--- src/rtl/wfe_pkg.sv ---
// Package: shared types for the wide-word frame encapsulator.
// Assumes a frame is laid out as header, control, payload and trailer, in that order.
package wfe_pkg;
    typedef enum logic [1:0] {
        SEG_HDR  = 2'd0,
        SEG_CTRL = 2'd1,
        SEG_PAY  = 2'd2,
        SEG_TAIL = 2'd3
    } seg_t;
endpackage

--- src/rtl/wfe_sequencer.sv ---
// Module: wfe_sequencer
// Tracks the position inside the current frame and decodes which segment it is in.
// It issues payload read requests one cycle early.
// Assumes HDR_LEN + CTRL_LEN >= 1, so that the early request lands inside the frame.
module wfe_sequencer
    import wfe_pkg::*;
#(
    parameter int HDR_LEN  = 4,
    parameter int CTRL_LEN = 2,
    parameter int PAY_LEN  = 768,
    parameter int TAIL_LEN = 6,
    parameter int POS_W    = $clog2(HDR_LEN + CTRL_LEN + PAY_LEN + TAIL_LEN)
) (
    input  logic             clk,
    input  logic             rst_n,
    input  logic             frame_ready,
    output logic             active,
    output logic             start,
    output seg_t             seg,
    output logic [POS_W-1:0] seg_idx,
    output logic             pay_rd
);
    localparam int FRAME_LEN = HDR_LEN + CTRL_LEN + PAY_LEN + TAIL_LEN;
    localparam int CTRL_BASE = HDR_LEN;
    localparam int PAY_BASE  = HDR_LEN + CTRL_LEN;
    localparam int TAIL_BASE = PAY_BASE + PAY_LEN;

    logic             active_q;
    logic [POS_W-1:0] pos_q;
    logic             last;

    // Detect the final word and decide whether a frame starts this cycle.
    always_comb begin
        last  = active_q && (pos_q == POS_W'(FRAME_LEN - 1));
        start = frame_ready && (!active_q || last);
    end

    // Advance the frame position, restart on demand, or return to idle.
    always_ff @(posedge clk) begin
        if (!rst_n) begin
            active_q <= 1'b0;
            pos_q    <= '0;
        end else if (start) begin
            active_q <= 1'b1;
            pos_q    <= '0;
        end else if (last) begin
            active_q <= 1'b0;
            pos_q    <= '0;
        end else if (active_q) begin
            pos_q <= pos_q + 1'b1;
        end
    end

    // Map the position to a segment and an index within that segment.
    always_comb begin
        if (pos_q < POS_W'(CTRL_BASE)) begin
            seg     = SEG_HDR;
            seg_idx = pos_q;
        end else if (pos_q < POS_W'(PAY_BASE)) begin
            seg     = SEG_CTRL;
            seg_idx = pos_q - POS_W'(CTRL_BASE);
        end else if (pos_q < POS_W'(TAIL_BASE)) begin
            seg     = SEG_PAY;
            seg_idx = pos_q - POS_W'(PAY_BASE);
        end else begin
            seg     = SEG_TAIL;
            seg_idx = pos_q - POS_W'(TAIL_BASE);
        end
    end

    // Request payload one position ahead to cover the buffer's read latency.
    always_comb begin
        pay_rd = active_q
              && (pos_q >= POS_W'(PAY_BASE - 1))
              && (pos_q <= POS_W'(TAIL_BASE - 2));
    end

    assign active = active_q;
endmodule

--- src/rtl/wfe_ctrl_latch.sv ---
// Module: wfe_ctrl_latch
// Captures the control bytes of both ports when a frame starts.
// Each output word pairs port B (upper byte) with port A (lower byte).
// Assumes the control inputs are valid on the cycle load is high.
module wfe_ctrl_latch #(
    parameter int BYTE_W   = 8,
    parameter int CTRL_LEN = 2
) (
    input  logic                         clk,
    input  logic                         rst_n,
    input  logic                         load,
    input  logic [CTRL_LEN*BYTE_W-1:0]   ctrl_a,
    input  logic [CTRL_LEN*BYTE_W-1:0]   ctrl_b,
    output logic [CTRL_LEN*2*BYTE_W-1:0] ctrl_words
);
    for (genvar g = 0; g < CTRL_LEN; g++) begin : g_word
        // Hold one paired control word for the rest of the frame.
        always_ff @(posedge clk) begin
            if (!rst_n) begin
                ctrl_words[g*2*BYTE_W +: 2*BYTE_W] <= '0;
            end else if (load) begin
                ctrl_words[g*2*BYTE_W +: 2*BYTE_W] <=
                    {ctrl_b[g*BYTE_W +: BYTE_W], ctrl_a[g*BYTE_W +: BYTE_W]};
            end
        end
    end
endmodule

--- src/rtl/wfe_word_mux.sv ---
// Module: wfe_word_mux
// Selects the word for the current segment and registers it with its valid strobe.
// Assumes pay_data already holds the word requested in the previous cycle.
module wfe_word_mux
    import wfe_pkg::*;
#(
    parameter int                        WORD_W    = 16,
    parameter int                        HDR_LEN   = 4,
    parameter int                        CTRL_LEN  = 2,
    parameter int                        POS_W     = 10,
    parameter logic [HDR_LEN*WORD_W-1:0] HDR_WORDS = '0
) (
    input  logic                       clk,
    input  logic                       rst_n,
    input  logic                       active,
    input  seg_t                       seg,
    input  logic [POS_W-1:0]           seg_idx,
    input  logic [CTRL_LEN*WORD_W-1:0] ctrl_words,
    input  logic [WORD_W-1:0]          pay_data,
    output logic [WORD_W-1:0]          out_word,
    output logic                       out_valid
);
    logic [WORD_W-1:0] sel;

    // Pick the source word for the current segment.
    always_comb begin
        sel = '0;
        case (seg)
            SEG_HDR: begin
                for (int i = 0; i < HDR_LEN; i++) begin
                    if (seg_idx == POS_W'(i)) sel = HDR_WORDS[i*WORD_W +: WORD_W];
                end
            end
            SEG_CTRL: begin
                for (int i = 0; i < CTRL_LEN; i++) begin
                    if (seg_idx == POS_W'(i)) sel = ctrl_words[i*WORD_W +: WORD_W];
                end
            end
            SEG_PAY:  sel = pay_data;
            default:  sel = '0;
        endcase
    end

    // Register the output word; it is forced to zero outside a frame.
    always_ff @(posedge clk) begin
        if (!rst_n) begin
            out_word  <= '0;
            out_valid <= 1'b0;
        end else begin
            out_word  <= active ? sel : '0;
            out_valid <= active;
        end
    end
endmodule

--- src/rtl/wide_frame_encap.sv ---
// Module: wide_frame_encap (top)
// Builds 780-word frames: header, paired control words, merged payload and zero trailer.
// Assumes the merger returns a word one cycle after each pay_rd and never stalls.
module wide_frame_encap #(
    parameter int                        BYTE_W    = 8,
    parameter int                        HDR_LEN   = 4,
    parameter int                        CTRL_LEN  = 2,
    parameter int                        PAY_LEN   = 768,
    parameter int                        TAIL_LEN  = 6,
    parameter logic [HDR_LEN*2*BYTE_W-1:0] HDR_WORDS =
        {16'h55D8, 16'h5515, 16'h55D2, 16'h557C}
) (
    input  logic                       clk,
    input  logic                       rst_n,
    input  logic                       frame_ready,
    input  logic [CTRL_LEN*BYTE_W-1:0] ctrl_a,
    input  logic [CTRL_LEN*BYTE_W-1:0] ctrl_b,
    input  logic [2*BYTE_W-1:0]        pay_data,
    output logic                       pay_rd,
    output logic [2*BYTE_W-1:0]        out_word,
    output logic                       out_valid
);
    import wfe_pkg::*;

    localparam int WORD_W    = 2 * BYTE_W;
    localparam int FRAME_LEN = HDR_LEN + CTRL_LEN + PAY_LEN + TAIL_LEN;
    localparam int POS_W     = $clog2(FRAME_LEN);

    logic                       active;
    logic                       start;
    seg_t                       seg;
    logic [POS_W-1:0]           seg_idx;
    logic [CTRL_LEN*WORD_W-1:0] ctrl_words;

    wfe_sequencer #(
        .HDR_LEN (HDR_LEN),
        .CTRL_LEN(CTRL_LEN),
        .PAY_LEN (PAY_LEN),
        .TAIL_LEN(TAIL_LEN),
        .POS_W   (POS_W)
    ) u_seq (
        .clk        (clk),
        .rst_n      (rst_n),
        .frame_ready(frame_ready),
        .active     (active),
        .start      (start),
        .seg        (seg),
        .seg_idx    (seg_idx),
        .pay_rd     (pay_rd)
    );

    wfe_ctrl_latch #(
        .BYTE_W  (BYTE_W),
        .CTRL_LEN(CTRL_LEN)
    ) u_ctrl (
        .clk       (clk),
        .rst_n     (rst_n),
        .load      (start),
        .ctrl_a    (ctrl_a),
        .ctrl_b    (ctrl_b),
        .ctrl_words(ctrl_words)
    );

    wfe_word_mux #(
        .WORD_W   (WORD_W),
        .HDR_LEN  (HDR_LEN),
        .CTRL_LEN (CTRL_LEN),
        .POS_W    (POS_W),
        .HDR_WORDS(HDR_WORDS)
    ) u_mux (
        .clk       (clk),
        .rst_n     (rst_n),
        .active    (active),
        .seg       (seg),
        .seg_idx   (seg_idx),
        .ctrl_words(ctrl_words),
        .pay_data  (pay_data),
        .out_word  (out_word),
        .out_valid (out_valid)
    );
endmodule

--- config.mk ---
export PLATFORM = sky130hd
export DESIGN_NAME = wide_frame_encap
export DESIGN_NICKNAME = d
export VERILOG_FILES = /design/src/rtl/wfe_pkg.sv /design/src/rtl/wfe_sequencer.sv /design/src/rtl/wfe_ctrl_latch.sv /design/src/rtl/wfe_word_mux.sv /design/src/rtl/wide_frame_encap.sv
export SDC_FILE = /design/constraint.sdc
export NUM_CORES = 1
export LEC_CHECK = 0
export ABC_CLOCK_PERIOD_IN_PS = 2300
export BUFFER_PORTS_ARGS = -buffer_cell sky130_fd_sc_hd__buf_2
export CORE_MARGIN = 2
export CORE_UTILIZATION = 50
export DETAILED_ROUTE_END_ITERATION = 12
export PLACE_DENSITY = 0.75
export SLEW_MARGIN = 5
export SYNTH_ARGS = -nofsm -noshare
export SYNTH_HDL_FRONTEND = slang
export SYNTH_SLANG_ARGS = --single-unit
--- constraint.sdc ---
create_clock -name clk -period 2.3 [get_ports clk]
set_input_delay 0.345 -clock clk [delete_from_list [all_inputs] [get_ports clk]]
set_output_delay 0.345 -clock clk [all_outputs]
set_load 0.02 [all_outputs]
==> results.json, run 1 <==
{
  "status": "completed",
  "cts-root-buf": "clkbuf_8",
  "synth.area.top_cells": "dfxtp_1, nand2_1, a21boi_1",
  "cts.clk_slew.worst_paths_ps": 80,
  "rows": 27,
  "syn2layout_area_growth_pct": 21.57,
  "hold_viol_final": 0,
  "crit_required_ps": 1960,
  "htree_levels": 3,
  "period_minus_slack_ps": 2174,
  "yosysTopAreaCell": "dfxtp_1",
  "grt_overflow": 0,
  "antenna-diode-count": 0,
  "pre_cts_slack_ps": 147.0,
  "synthAdderAreaFrac": 0.03559,
  "syn_area_sq_um": 2813,
  "synthTopCellsByCount": "nand2_1, dfxtp_1, a21boi_1",
  "yosys-mux-area-fraction": 0.06406,
  "synthXorXnorAreaFrac": 0.02802,
  "synth_compound_area_frac": 0.2166,
  "setup.worst_path.end_class": "primary output",
  "die_x_microns": 79,
  "num-nets-final": 437,
  "async_flop_share": 0,
  "vias_per_cell": 5.079,
  "grt_pass1_vias": 2171,
  "track_usage": 0.2144,
  "grt_pass1_wl_microns": 10260,
  "cts_buffer_depth": 2,
  "cts_buffers": 9,
  "grt_max_degree": 34,
  "finish.utilization": 0.6248,
  "p_leak_nw": 1.391,
  "critPathMaxFanout": 5,
  "syn_inst": 310,
  "coreArea_sq_um": 5473,
  "tritoncts": "yes",
  "avgSynthCellArea_sq_um": 9.073,
  "synth_fp_nets": 369,
  "ant_nets": 0,
  "yosys.cell_count.top_type": "nand2_1",
  "globalplace.congestion": 0.8770,
  "cts_hold_buffers": 0,
  "hp-class": "input pin to flop",
  "first_iter_violations": 97,
  "setup_viol": 0,
  "drive_above_1_share": 0.3055,
  "finalClockSkew_ps": 10.82,
  "synth_edf_count": 0,
  "wl_per_cell_microns": 13.78,
  "setup_ws_ps": 126.0,
  "synth_ff_type": "dfxtp_1",
  "multi_input_area_sq_um": 1499,
  "worstMarginPinSlew_ps": 565.4,
  "finalSetupTns_ps": 0,
  "numPortBuffers": 68,
  "synth_top_family_by_area": "compound AO/OA/AOI/OAI gates",
  "max_freq_mhz": 460.0,
  "crit_type": "flop to primary output",
  "die_area_sq_um": 6241,
  "antenna_found_initial": 0,
  "ys_types": 40,
  "drv_cap": 0,
  "drcViolationCount": 0,
  "yosysWarnings": 0,
  "slew_viol_final": 0,
  "seq_area_frac_synth": 0.4270,
  "synth_seq_cells": 60,
  "num_vias": 2311,
  "fill_cells": 503,
  "io_pins": 69,
  "start_util": 0.5139,
  "ir_worst_vdd_v": 0.0004051,
  "cts.sinks": 60,
  "drtPass1Iterations": 4,
  "regArea_sq_um": 1202,
  "rsz0062_at_grt": "false",
  "synth_simple_gate_area_frac": 0.1877,
  "period_share": 0.9452,
  "maxSlewHeadroom": 0.6222,
  "hpwl_microns": 4570,
  "totalWireLength_microns": 6268,
  "fp.dieH_microns": 79,
  "start_kind": "flop",
  "total_power_mw": 2.217,
  "post_cts_buffers": 0,
  "insertion_delay_ps": 340,
  "synth_top_area_frac": 0.4270,
  "power_density_nw_per_um2": 648.2,
  "worstPathArrival_ps": 1830
}
[cell families after synthesis]
| kind of cell | after synthesis |
|---|---|
| muxes | 18 |
| AOI/OAI and AO/OA | 72 |
| and+or+nand+nor | 118 |
| adders and majority gates | 8 |
| DFF | 60 |
| buffers and inverters | 25 |
| xor gates and xnor gates | 9 |
[registers in the layout (all words and copies together), names as in the netlist]
name,flops
u_seq.pos_q,10
u_ctrl.ctrl_words,32
u_mux.out_valid,1
u_mux.out_word,16
u_seq.active,1
[metrics by stage]
| step | hold WS (ps) | instances | instance area, sq um |
|---|---|---|---|
| after floorplan | 434.4 | 310 | 2813 |
| after global placement | 440.2 | 439 | 3233 |
| after detailed placement | 446.0 | 439 | 3233 |
| after CTS | 221.3 | 455 | 3418 |
| after global routing | 216.2 | 455 | 3420 |
| final | 230.7 | 455 | 3420 |
[per-layer routing]
layer / vias up / GRT usage / wire, microns
met4: 0 / 0.07069 / 84
met2: 51 / 0.3424 / 2968
met1: 1054 / 0.2687 / 2926
li1: 1200 / - / -
met5: - / 0 / 0
met3: 6 / 0.07841 / 289
[area by class of cell]
cell class | count | area share
Clock buffer | 10 | 0.04025
Clock inverter | 6 | 0.01390
Inverter | 4 | 0.004391
Multi-Input combinational cell | 225 | 0.4383
Sequential cell | 60 | 0.3516
Tap cell | 72 | 0.02634
Timing Repair Buffer | 78 | 0.1251
[layout by cell type, fill, tap and decap left out, types with 2 or more instances in the layout]
cell type	count
buf_2	68
nor3_1	2
a21boi_1	30
nor2_1	15
a21boi_0	2
xnor2_1	7
clkinvlp_4	4
nor2b_1	2
nand3_1	10
o21ai_1	5
buf_4	9
mux2i_1	18
a21oi_2	3
o211ai_1	4
xor2_1	2
o22ai_2	10
clkbuf_8	10
nand2_1	74
dfxtp_1	59
a22oi_1	3
nand2b_1	2
ha_1	8
nand4_1	2
inv_1	4
a21oi_1	6
and2_1	3
o21a_1	2
[timing repair]
action / CTS / global route
endpoints found under the hold margin: 0 / 0
endpoints found under the setup margin: 0 / 1
gates resized for setup: 0 / 1
[power breakdown]
group	internal, mW	total (mW)	switching [mW]
clock	0.425	0.868	0.444
sequential	1.08	1.11	0.0248
combinational	0.113	0.240	0.127
[worst max-delay path: stages, from the launching register on]
cell and delay, ps:
dfxtp_1 350, or4_4 590, o211ai_1 200, nand2_1 70, nor2_1 110, buf_2 170
[path summary, 6_finish.rpt]
path	startpoint	depth (start not counted)	to	slack [ps]
worst min-delay path	ctrl_a[7]	3	u_ctrl.ctrl_words[7]	230
worst min register to register	u_ctrl.ctrl_words[19]	2	u_ctrl.ctrl_words[19]	450
worst max-delay path	u_seq.pos_q[4]	5	pay_rd	130
worst max register to register	u_seq.pos_q[4]	5	u_mux.out_word[5]	130
No activity file was read; power rests on OpenSTA's default activity.
==> run 2: changes to the inputs <==
- PLACE_DENSITY: 0.75 -> 0.74
- SYNTH_HIERARCHICAL: not set -> 1
==> results.json, run 2 <==
{
  "hold_depth": 2,
  "total_power_mw": 2.428,
  "ff2ff_path_depth": 12,
  "seq_area_frac_synth": 0.3803,
  "period_minus_slack_ps": 3026,
  "num_vias": 2599,
  "insertion_delay_ps": 350,
  "internal-power_mw": 1.840,
  "first_iter_violations": 83,
  "grt_use_met1": 0.2551,
  "maxSlewHeadroom": 0.7361,
  "avgSynthCellArea_sq_um": 9.717,
  "async_flop_share": 0,
  "ant_nets": 0,
  "hold_viol_final": 0,
  "globalplace.congestion": 0.9363,
  "antenna_found_initial": 0,
  "synth_ff_type": "dfxtp_1",
  "setup_viol": 17,
  "r2r-end": "u_mux/out_word[2]",
  "ff2ff_setup_slack_ps": -730,
  "numPortBuffers": 68,
  "grt_max_degree": 33,
  "drtPass1Iterations": 4,
  "rows": 28,
  "totalWireLength_microns": 7525,
  "grt_pass1_wl_microns": 12210,
  "comb_power_share": 0.110,
  "max_freq_mhz": 330.4,
  "yosysTopAreaCell": "dfxtp_1",
  "slew_viol_final": 0,
  "tritoncts": "yes",
  "drv_cap": 0,
  "track_usage": 0.2197,
  "p_switching_uw": 588.9,
  "die_area_sq_um": 6968,
  "syn_area_sq_um": 3158,
  "wl_per_cell_microns": 14.87,
  "swShare": 0.2425,
  "critical_path.endpoint": "u_mux/out_word[2]",
  "cts_buffer_depth": 2,
  "regMostFlops": "u_ctrl/ctrl_words",
  "finalClockSkew_ps": 8.483,
  "final_common_cell": "buf_2",
  "yosys.cell_count.top_type": "dfxtp_1",
  "cts-root-buf": "clkbuf_8",
  "drive_above_1_share": 0.3852,
  "critPathMaxFanout": 15,
  "power_frac_seq": 0.457,
  "io_pins": 69,
  "synth_top_area_frac": 0.3803,
  "reg2reg_from": "u_seq/pos_q[3]",
  "fill_cells": 484,
  "rsz0062_at_grt": "true",
  "syn2layout_area_growth_pct": 28.68,
  "drcViolationCount": 0,
  "grt_use_met3": 0.06726,
  "hp-class": "input pin to flop",
  "ir_worst_vdd_v": 0.0004644,
  "violations": "negative setup slack",
  "synth.area.top_cells": "dfxtp_1, mux2i_1, nor2b_1",
  "largest_reg_flops": 32,
  "crit_type": "flop to flop",
  "antenna-diode-count": 0,
  "hold_slack_ps": 253.4,
  "syn_inst": 325,
  "cts.clk_slew.worst_paths_ps": 80,
  "die_x_microns": 83.48,
  "startpoint": "u_seq/pos_q[3]",
  "start_kind": "flop",
  "yosysWarnings": 6,
  "worstMarginPinSlew_ps": 395.8,
  "grt_pass1_vias": 2633,
  "hpwl_microns": 5661,
  "cts.sinks": 60,
  "start_util": 0.5241,
  "ys_types": 43,
  "period_share": 1.316,
  "vias_per_cell": 5.136,
  "setup_ws_ps": -726.3,
  "p_leak_nw": 1.812,
  "num-nets-final": 486,
  "coreArea_sq_um": 6026,
  "crit_required_ps": 2560,
  "htree_levels": 3,
  "most-common-layout-cells": "buf_2, dfxtp_1, buf_4",
  "synthTopCellsByCount": "dfxtp_1, mux2i_1, nor2b_1",
  "setup.worst_path.end_class": "flop",
  "cts_buffers": 9,
  "synth_edf_count": 0,
  "dp_cells": 485,
  "reg_top3": "u_ctrl/ctrl_words (32), u_mux/out_word (16), u_seq/pos_q (10)",
  "met2_usage": 0.3805,
  "synth_fp_nets": 385,
  "status": "complete, but fails checks",
  "synth_seq_cells": 60,
  "power_density_nw_per_um2": 597.6,
  "fp.dieH_microns": 83.48,
  "worstPathArrival_ps": 3290,
  "p_clk_frac": 0.434,
  "grt_overflow": 0,
  "top_usage_layer": "met2",
  "instances_no_fill": 506
}
-- run 2: cells by family (layout without fill, tap and decap cells) --
family	after synthesis	count (layout)	synth area share
flip-flops	60	60	0.3803
XOR/XNOR	11	11	0.03051
AND/OR/NAND/NOR	117	117	0.2052
AO/OA/AOI/OAI	43	43	0.09747
multiplexers	55	55	0.1815
adder cells (fa/ha/maj)	9	9	0.03566
buffers and inverters	30	136	0.06933
-- run 2: through the flow --
| step | cell area, sq um | setup TNS [ps] | setup slack, ps | utilization |
|---|---|---|---|---|
| after CTS | 4014 | -10150 | -660.6 | 0.6661 |
| after global routing | 4064 | -12810 | -838.0 | 0.6744 |
| after global placement | 3770 | -7876 | -510.6 | 0.6256 |
| final | 4064 | -11090 | -726.3 | 0.6744 |
| after detailed placement | 3770 | -9271 | -613.3 | 0.6256 |
| after floorplan | 3184 | -11760 | -807.8 | - |
-- run 2: per-layer routing --
metal / up-vias / part of all wire
li1: 1328 / -
met1: 1191 / 0.43
met2: 68 / 0.50
met3: 12 / 0.059
met4: 0 / 0.016
met5: - / 0
-- run 2: power groups by stage --
stage | registers [mW] | clock network [mW] | logic (mW)
final | 1.11 | 1.05 | 0.266
after global routing | 1.11 | 1.14 | 0.290
after CTS | 1.11 | 1.08 | 0.269
after detailed placement | 1.13 | 0 | 0.266
after global placement | 1.13 | 0 | 0.260
after floorplan | 1.14 | 0 | 0.169
-- run 2: worst max-delay path, stage by stage, from the launching register on --
cell and delay, ps:
dfxtp_2 360, inv_4 40, ha_4 160, a2111oi_4 360, nand2_2 140, mux2i_2 230, nand3b_1 110, mux2_2 290
or4_4 570, nor4_4 280, buf_12 180, nand2b_1 90, o22ai_1 120
-- run 2: repair_timing --
action / 4_1_cts / 5_1_grt
setup buffers: 1 / 4
pin swaps: 0 / 2
resized for setup: 4 / 5
hold buffers: 0 / 0
setup endpoints to repair: 17 / 17
-- run 2: layout make-up --
| class | count | area, sq um | area share |
|---|---|---|---|
| clock buffer | 9 | 123.9 | 0.03048 |
| clock inverter | 7 | 98.84 | 0.02432 |
| inverter | 8 | 32.53 | 0.008005 |
| multi-input combinational | 235 | 1780 | 0.4381 |
| sequential | 60 | 1210 | 0.2977 |
| tap | 75 | 93.84 | 0.02309 |
| timing repair buffer | 112 | 724.4 | 0.1783 |
-- run 2: worst min-delay path by stage --
stage | to | start | slack, ps
after floorplan | u_seq/active | rst_n | 460
after global placement | u_ctrl/ctrl_words[17] | u_ctrl/ctrl_words[17] | 490
final | u_seq/active | frame_ready | 250
after detailed placement | u_ctrl/ctrl_words[28] | u_ctrl/ctrl_words[28] | 500
after global routing | u_ctrl/ctrl_words[22] | ctrl_a[14] | 260
after CTS | u_seq/active | frame_ready | 240
